<file path="src/rtl/ies_pkg.sv">
package ies_pkg;
  localparam int ADDR_W = 16;
  localparam int DATA_W = 8;
  localparam int PH_W   = 3;

  localparam logic [7:0] STACK_PAGE = 8'h01;

  localparam int unsigned FLAG_Z = 1;
  localparam int unsigned FLAG_I = 2;
  localparam int unsigned FLAG_D = 3;
  localparam int unsigned FLAG_B = 4;
  localparam int unsigned FLAG_R = 5;

  localparam logic [DATA_W-1:0] STATUS_AT_RESET = DATA_W'((1 << FLAG_Z) | (1 << FLAG_R));

  localparam logic [ADDR_W-1:0] VEC_NMI = 16'hFFFA;
  localparam logic [ADDR_W-1:0] VEC_RST = 16'hFFFC;
  localparam logic [ADDR_W-1:0] VEC_IRQ = 16'hFFFE;

  typedef enum logic [2:0] {K_RST, K_NMI, K_IRQ, K_BRK, K_RTI, K_RTS} seq_kind_e;

  typedef enum logic [3:0] {
    ST_IDLE, ST_WAIT, ST_PSH_H, ST_PSH_L, ST_PSH_P,
    ST_VEC_L, ST_VEC_H, ST_POP_P, ST_POP_L, ST_POP_H
  } step_e;

  function automatic logic [PH_W-1:0] seq_len(seq_kind_e k);
    case (k)
      K_RST:        return PH_W'(2);
      K_RTI, K_RTS: return PH_W'(6);
      default:      return PH_W'(7);
    endcase
  endfunction

  function automatic step_e step_of(seq_kind_e k, logic [PH_W-1:0] ph);
    step_e s;
    s = ST_WAIT;
    case (k)
      K_RST: s = (ph == '0) ? ST_VEC_L : ST_VEC_H;
      K_NMI, K_IRQ, K_BRK:
        case (ph)
          3'd2: s = ST_PSH_H;
          3'd3: s = ST_PSH_L;
          3'd4: s = ST_PSH_P;
          3'd5: s = ST_VEC_L;
          3'd6: s = ST_VEC_H;
          default: s = ST_WAIT;
        endcase
      K_RTI:
        case (ph)
          3'd3: s = ST_POP_P;
          3'd4: s = ST_POP_L;
          3'd5: s = ST_POP_H;
          default: s = ST_WAIT;
        endcase
      K_RTS:
        case (ph)
          3'd4: s = ST_POP_L;
          3'd5: s = ST_POP_H;
          default: s = ST_WAIT;
        endcase
      default: s = ST_WAIT;
    endcase
    return s;
  endfunction

  function automatic logic [ADDR_W-1:0] vec_base(seq_kind_e k);
    case (k)
      K_NMI:   return VEC_NMI;
      K_RST:   return VEC_RST;
      default: return VEC_IRQ;
    endcase
  endfunction

  function automatic logic [DATA_W-1:0] pushed_status(seq_kind_e k, logic [DATA_W-1:0] st);
    logic [DATA_W-1:0] r;
    r = st;
    r[FLAG_B] = (k == K_BRK);
    return r;
  endfunction

  function automatic logic [DATA_W-1:0] entry_status(seq_kind_e k, logic [DATA_W-1:0] st);
    logic [DATA_W-1:0] r;
    r = st;
    r[FLAG_D] = 1'b0;
    if (k == K_IRQ || k == K_BRK) r[FLAG_I] = 1'b1;
    return r;
  endfunction

  function automatic logic [DATA_W-1:0] popped_status(logic [DATA_W-1:0] b);
    logic [DATA_W-1:0] r;
    r = b;
    r[FLAG_R] = 1'b1;
    return r;
  endfunction
endpackage

</file>
<file path="src/rtl/ies_arbiter.sv">
module ies_arbiter
  import ies_pkg::*;
(
  input  logic      clk,
  input  logic      rst_n,
  input  logic      idle,
  input  logic      nmi_req,
  input  logic      irq_req,
  input  logic      i_flag,
  input  logic      brk_go,
  input  logic      rti_go,
  input  logic      rts_go,
  input  logic      cli_go,
  output logic      start,
  output seq_kind_e start_kind,
  output logic      cli_take,
  output logic      load_ok
);
  logic nmi_q, nmi_pend, nmi_edge, nmi_hit, irq_ok;

  assign nmi_edge = nmi_req & ~nmi_q;
  assign nmi_hit  = nmi_pend | nmi_edge;
  assign irq_ok   = irq_req & (~i_flag | cli_go);

  always_comb begin
    start      = 1'b0;
    start_kind = K_NMI;
    cli_take   = 1'b0;
    if (idle) begin
      if (nmi_hit) begin
        start = 1'b1;
        start_kind = K_NMI;
      end else if (irq_ok) begin
        start = 1'b1;
        start_kind = K_IRQ;
        cli_take = cli_go;
      end else if (brk_go) begin
        start = 1'b1;
        start_kind = K_BRK;
      end else if (rti_go) begin
        start = 1'b1;
        start_kind = K_RTI;
      end else if (rts_go) begin
        start = 1'b1;
        start_kind = K_RTS;
      end else if (cli_go) begin
        cli_take = 1'b1;
      end
    end
  end

  assign load_ok = idle & ~start & ~cli_take;

  always_ff @(posedge clk or negedge rst_n) begin
    if (!rst_n) begin
      nmi_q    <= 1'b0;
      nmi_pend <= 1'b0;
    end else begin
      nmi_q    <= nmi_req;
      nmi_pend <= nmi_hit & ~(start && start_kind == K_NMI);
    end
  end
endmodule

</file>
<file path="src/rtl/ies_sequencer.sv">
module ies_sequencer
  import ies_pkg::*;
#(
  parameter int CNT_W = 16
) (
  input  logic             clk,
  input  logic             rst_n,
  input  logic             start,
  input  seq_kind_e        start_kind,
  output logic             active,
  output seq_kind_e        kind,
  output step_e            step,
  output logic [CNT_W-1:0] cyc_cnt
);
  logic [PH_W-1:0] ph;
  logic            last;

  assign last = (ph == seq_len(kind) - PH_W'(1));
  assign step = active ? step_of(kind, ph) : ST_IDLE;

  always_ff @(posedge clk or negedge rst_n) begin
    if (!rst_n) begin
      active  <= 1'b1;
      kind    <= K_RST;
      ph      <= '0;
      cyc_cnt <= '0;
    end else if (active) begin
      if (kind != K_RST) cyc_cnt <= cyc_cnt + CNT_W'(1);
      if (last) begin
        active <= 1'b0;
        ph     <= '0;
      end else begin
        ph <= ph + PH_W'(1);
      end
    end else if (start) begin
      active <= 1'b1;
      kind   <= start_kind;
      ph     <= '0;
    end
  end
endmodule

</file>
<file path="src/rtl/ies_bus.sv">
module ies_bus
  import ies_pkg::*;
(
  input  step_e              step,
  input  seq_kind_e          kind,
  input  logic [ADDR_W-1:0]  pc,
  input  logic [7:0]         sp,
  input  logic [DATA_W-1:0]  p,
  output logic               mem_we,
  output logic               mem_re,
  output logic [ADDR_W-1:0]  mem_addr,
  output logic [DATA_W-1:0]  mem_wdata
);
  logic [ADDR_W-1:0] push_addr, pop_addr, vec_addr;

  assign push_addr = {STACK_PAGE, sp};
  assign pop_addr  = {STACK_PAGE, sp + 8'd1};
  assign vec_addr  = vec_base(kind);

  always_comb begin
    mem_we    = 1'b0;
    mem_re    = 1'b0;
    mem_addr  = '0;
    mem_wdata = '0;
    case (step)
      ST_PSH_H: begin mem_we = 1'b1; mem_addr = push_addr; mem_wdata = pc[15:8]; end
      ST_PSH_L: begin mem_we = 1'b1; mem_addr = push_addr; mem_wdata = pc[7:0]; end
      ST_PSH_P: begin mem_we = 1'b1; mem_addr = push_addr; mem_wdata = pushed_status(kind, p); end
      ST_VEC_L: begin mem_re = 1'b1; mem_addr = vec_addr; end
      ST_VEC_H: begin mem_re = 1'b1; mem_addr = vec_addr + ADDR_W'(1); end
      ST_POP_P, ST_POP_L, ST_POP_H: begin mem_re = 1'b1; mem_addr = pop_addr; end
      default: ;
    endcase
  end
endmodule

</file>
<file path="src/rtl/irq_entry_seq.sv">
module irq_entry_seq
  import ies_pkg::*;
#(
  parameter int CNT_W = 16
) (
  input  logic              clk,
  input  logic              rst_n,
  input  logic              nmi_req,
  input  logic              irq_req,
  input  logic              brk_go,
  input  logic              rti_go,
  input  logic              rts_go,
  input  logic              cli_go,
  input  logic              pc_load,
  input  logic [15:0]       pc_in,
  input  logic              p_load,
  input  logic [7:0]        p_in,
  output logic              mem_we,
  output logic              mem_re,
  output logic [15:0]       mem_addr,
  output logic [7:0]        mem_wdata,
  input  logic [7:0]        mem_rdata,
  output logic [15:0]       pc,
  output logic [7:0]        sp,
  output logic [7:0]        p,
  output logic              busy,
  output logic [CNT_W-1:0]  cyc_cnt
);
  logic      active, start, cli_take, load_ok;
  seq_kind_e start_kind, kind;
  step_e     step;
  logic [7:0] lo_byte;

  logic vec_fetch, push_stat, pop_stat;
  assign vec_fetch = (step == ST_VEC_L) || (step == ST_VEC_H);
  assign push_stat = (step == ST_PSH_P);
  assign pop_stat  = (step == ST_POP_P);
  assign busy      = active;

  ies_arbiter u_arb (
    .clk(clk), .rst_n(rst_n), .idle(~active),
    .nmi_req(nmi_req), .irq_req(irq_req), .i_flag(p[FLAG_I]),
    .brk_go(brk_go), .rti_go(rti_go), .rts_go(rts_go), .cli_go(cli_go),
    .start(start), .start_kind(start_kind), .cli_take(cli_take), .load_ok(load_ok)
  );

  ies_sequencer #(.CNT_W(CNT_W)) u_seq (
    .clk(clk), .rst_n(rst_n), .start(start), .start_kind(start_kind),
    .active(active), .kind(kind), .step(step), .cyc_cnt(cyc_cnt)
  );

  ies_bus u_bus (
    .step(step), .kind(kind), .pc(pc), .sp(sp), .p(p),
    .mem_we(mem_we), .mem_re(mem_re), .mem_addr(mem_addr), .mem_wdata(mem_wdata)
  );

  always_ff @(posedge clk or negedge rst_n) begin
    if (!rst_n) begin
      pc      <= '0;
      sp      <= 8'hFF;
      p       <= STATUS_AT_RESET;
      lo_byte <= '0;
    end else begin
      if (load_ok) begin
        if (pc_load) pc <= pc_in;
        if (p_load)  p  <= p_in;
      end
      if (start && start_kind == K_BRK) pc <= pc + 16'd1;
      if (cli_take) p[FLAG_I] <= 1'b0;
      case (step)
        ST_PSH_H, ST_PSH_L: sp <= sp - 8'd1;
        ST_PSH_P: begin
          sp <= sp - 8'd1;
          p  <= entry_status(kind, p);
        end
        ST_VEC_L: lo_byte <= mem_rdata;
        ST_VEC_H: pc <= {mem_rdata, lo_byte};
        ST_POP_P: begin
          sp <= sp + 8'd1;
          p  <= popped_status(mem_rdata);
        end
        ST_POP_L: begin
          sp      <= sp + 8'd1;
          lo_byte <= mem_rdata;
        end
        ST_POP_H: begin
          sp <= sp + 8'd1;
          pc <= {mem_rdata, lo_byte} + ((kind == K_RTS) ? 16'd1 : 16'd0);
        end
        default: ;
      endcase
    end
  end
endmodule

</file>
<file path="config.mk">
export PLATFORM = sky130hd
export DESIGN_NAME = irq_entry_seq
export DESIGN_NICKNAME = d
export VERILOG_FILES = /design/src/rtl/ies_pkg.sv /design/src/rtl/ies_arbiter.sv /design/src/rtl/ies_sequencer.sv /design/src/rtl/ies_bus.sv /design/src/rtl/irq_entry_seq.sv
export SDC_FILE = /design/constraint.sdc
export NUM_CORES = 1
export LEC_CHECK = 0
export BUFFER_PORTS_ARGS = -buffer_cell sky130_fd_sc_hd__buf_2
export CAP_MARGIN = 25
export CORE_MARGIN = 2
export CORE_UTILIZATION = 45
export DETAILED_ROUTE_END_ITERATION = 12
export PLACE_DENSITY = 0.81
export SLEW_MARGIN = 20
export SYNTH_ARGS = -nofsm -noshare
export SYNTH_HDL_FRONTEND = slang
export SYNTH_SLANG_ARGS = --single-unit
</file>
<file path="constraint.sdc">
create_clock -name clk -period 2.7 [get_ports clk]
set_input_delay 0.27 -clock clk [delete_from_list [all_inputs] [get_ports clk]]
set_output_delay 0.27 -clock clk [all_outputs]
set_load 0.005 [all_outputs]
</file>
==> results.md <==
- Setup TNS: -11.73 ns
- Shortest period the worst path allows: 3.19 ns
- Highest Signal Layer: met4
- Max H-tree Level: 3
- Clock skew: 0.0133 ns
- Final setup vio count: 56
- Critical path class: reg2out
- Slew Limit Fails: 0
- Clock Latency Late Sink: 0.35 ns
- Avg WL per Cell: 18.1 µm
- Status: finished with violations
- Antenna violations before repair: 0
- Via count of the first global-routing pass: 4,650
- Failing checks: setup timing
- Max-Cap Viols: 0
- RSZ-0062 raised after global routing: yes
- Arrival time of the worst setup path: 2.92 ns
- Placeable Area: 9860 µm²
- CP bufs+invs: 3
- Critical Path End Type: output port
- Die height: 105 µm
- TritonCTS clock tree: built
- Routed WL: 15.2 mm
- Critical Path Max Stage Delay: 0.37 ns
- Worst VDD drop: 0.556 mV
- Period utilisation layout: 118%
- First-pass detailed-route iteration total: 5
- P&R area growth vs syn: 39.8%
- Synth Flop Type: dfrtp_1
- Yosys cell types: 65
- Share of cells above drive strength 1: 39.8%
- Die ar.: 11,000 µm²
- Max clock buf depth: 2
- Place WS: -0.274 ns
- Initial Util: 46.6%
- Leak pwr: 2.96 nW
- Worst Hold Class: in2reg
- Max Clk Rate: 0.313 GHz
- Pwr/cell area: 1230 nW/µm²
- Vias: 5,056
- Port buffer count: 116
- Largest net degree at the start of global routing: 27
- Vias per inst: 6.03
- Clock transition at the registers of the reported paths: 0.08 ns
- I/O pin count: 117
- Rel. slew slack: 52.8%
- Post-Syn Area per Cell: 8.57 µm²
- # nets final: 754
- Routed Antenna Nets: 0
- CP top delay family: simple AND/OR/NAND/NOR gates
- Synthesized instance count: 537
- Syn nets: 590
- M1 WL: 6.31 mm
- Metal3 WL: 1.34 mm
- Number of synthesized flops with an enable pin: 0
- Syn. warnings: 0
- Seq cells post-synth: 65
- Gr ovfl total: 0
- Drt drc: 0
- CP required: 2.43 ns
- GPL Wtd Cong: 0.953
- Metal2 WL: 7.10 mm
- Total GRT Usage: 25.7%
- Seq/Total Area, Yosys: 35.7%
- FP Rows: 36
- Crit-path max FO: 7
- Final Hold Viols: 0
- Antenna fix cells: 0
- CTS buffer count: 9
- Post-DP HPWL: 10.0 mm
- Crit-path cells: ha_2 > ha_4 > or3b_4 > a222oi_1 > buf_4 > buf_6 > and4_4 > a21oi_4 > nor3b_2 > a221o_1 > buf_2
- Async set or reset register ratio after synthesis: 100%
- Sink Count: 65
- Post-route setup slack: -0.493 ns
- Clock root buffer: clkbuf_8
- DIE WIDTH: 105 µm
- Worst setup SP type: register
- Global-route wire length before repair: 23.0 mm
- Worst Tran Pin Value: 0.699 ns
- R2r setup slk: -0.22 ns
- Number of fill cells: 770
- Mapped cell area: 4600 µm²
- DRT iter0 DRCs: 355
- Slowest stage cell, crit path: or3b_4
[final timing paths]
| kind | startpoint | endpoint | depth (start not counted) |
|---|---|---|---|
| setup / recovery | u_seq.ph[0]$_DFFE_PN0P_ | mem_addr[2] | 11 |
| hold / removal | nmi_req | u_arb.nmi_q$_DFF_PN0_ | 1 |
| setup reg to reg | u_seq.ph[0]$_DFFE_PN0P_ | sp[1]$_DFFE_PN1P_ | 15 |
| hold reg to reg | u_seq.cyc_cnt[15]$_DFFE_PN0P_ | u_seq.cyc_cnt[15]$_DFFE_PN0P_ | 1 |
| max in group asynchronous | rst_n | sp[5]$_DFFE_PN1P_ | 3 |
| min in group asynchronous | rst_n | p[4]$_DFFE_PN0P_ | 2 |
[repair_timing]
action,4_1_cts,5_1_grt
cloned,3,0
buffers inserted,15,15
hold buffers,1,0
pin swaps,20,19
gates resized for setup,49,56
endpoints found under the hold margin,15,0
setup endpoints to repair,53,66
[registers in the layout, summed over array words and instances (netlist names)]
| register | flops |
|---|---|
| lo_byte | 8 |
| p | 8 |
| pc | 16 |
| sp | 8 |
| u_arb.nmi_pend | 1 |
| u_arb.nmi_q | 1 |
| u_seq.active | 1 |
| u_seq.cyc_cnt | 16 |
| u_seq.kind | 3 |
| u_seq.ph | 3 |
[layout make-up]
cell class	count	area [µm²]	share of cell area (%)
Multi-Input combinational cell	426	3110	48.3
Timing Repair Buffer	184	1220	18.9
Inverter	15	61.3	0.953
Sequential cell	65	1640	25.5
Tap cell	133	166	2.59
Clock inverter	5	85.1	1.32
Clock buffer	11	151	2.35
[per-layer routing]
| metal | global-route usage (%) | up-vias |
|---|---|---|
| li1 | - | 2307 |
| met1 | 34.1 | 2417 |
| met2 | 41.1 | 282 |
| met3 | 6.49 | 50 |
| met4 | 7.90 | 0 |
| met5 | 0 | - |
[logic make-up after synthesis]
| logic type | Yosys count | synth area share [%] |
|---|---|---|
| xor+xnor | 36 | 6.86 |
| fa+ha+maj | 11 | 2.99 |
| simple gates | 205 | 22.9 |
| buf+inv | 48 | 4.84 |
| mux | 28 | 6.37 |
| compound gates | 144 | 20.4 |
| flops | 65 | 35.7 |
[power breakdown]
group / internal [W] / switching [W] / total (W) / leakage, nW
sequential: 0.00145 / 0.000665 / 0.00211 / 0.773
clock: 0.000577 / 0.000415 / 0.000992 / 0.117
combinational: 0.00242 / 0.00240 / 0.00481 / 2.07
[worst register-to-register path, delay by kind of cell (launching register included)]
kind | cells | cell delay, ns
AOI/OAI and AO/OA | 2 | 0.38
adders and majority gates | 1 | 0.16
buffers and inverters | 8 | 1.04
DFF | 1 | 0.39
and+or+nand+nor | 4 | 0.90
[synthesized netlist by cell type (5+ instances only)]
cell type  number  area share (%)
dfrtp_1        54              29
o21ai_0        51             5.5
nand2_1        50             4.1
nor2_1         44             3.6
xnor2_1        29             5.5
a21oi_1        24             2.6
nand3_1        20             2.2
mux2i_1        18             3.9
clkbuf_1       17             1.4
inv_1          15             1.2
nand4_1        15             2.0
and3_1         13             1.8
nor3_1         13             1.4
a31oi_1        12             1.6
dfstp_2        11             6.3
ha_1           11             3.0
mux2_2         10             2.4
a22oi_1         9             1.5
buf_2           7            0.76
buf_4           7             1.1
nor3b_1         7             1.1
or3_1           7            0.95
xor2_1          7             1.3
o211ai_1        6            0.98
a211o_1         5            0.95
and2_1          5            0.68
and4_1          5            0.95
nand2b_1        5            0.68
[layout by cell type (no fill, tap or decap), types with 12 or more instances in the layout]
cell / instances
buf_4: 45
dfrtp_1: 54
nand2_1: 46
mux2i_1: 17
buf_6: 19
a31oi_1: 12
buf_2: 115
a21oi_1: 21
o21ai_0: 32
and3_1: 13
xnor2_1: 28
nor2_1: 40
nand3_1: 20
nand4_1: 15
[stage by stage]
step | hold WS (ns) | power [W] | cell area, µm² | instances | utilization, %
global placement | 0.227 | 0.00562 | 5570 | 793 | 56.5
global route | 0.0469 | 0.00840 | 6430 | 839 | 65.2
CTS | 0.0416 | 0.00729 | 6150 | 827 | 62.3
floorplan | -0.0256 | 0.00431 | 4680 | 537 | -
detailed placement | 0.228 | 0.00574 | 5570 | 793 | 56.5
finish | 0.0561 | 0.00792 | 6430 | 839 | 65.2
(Power assumes the default switching activity.)
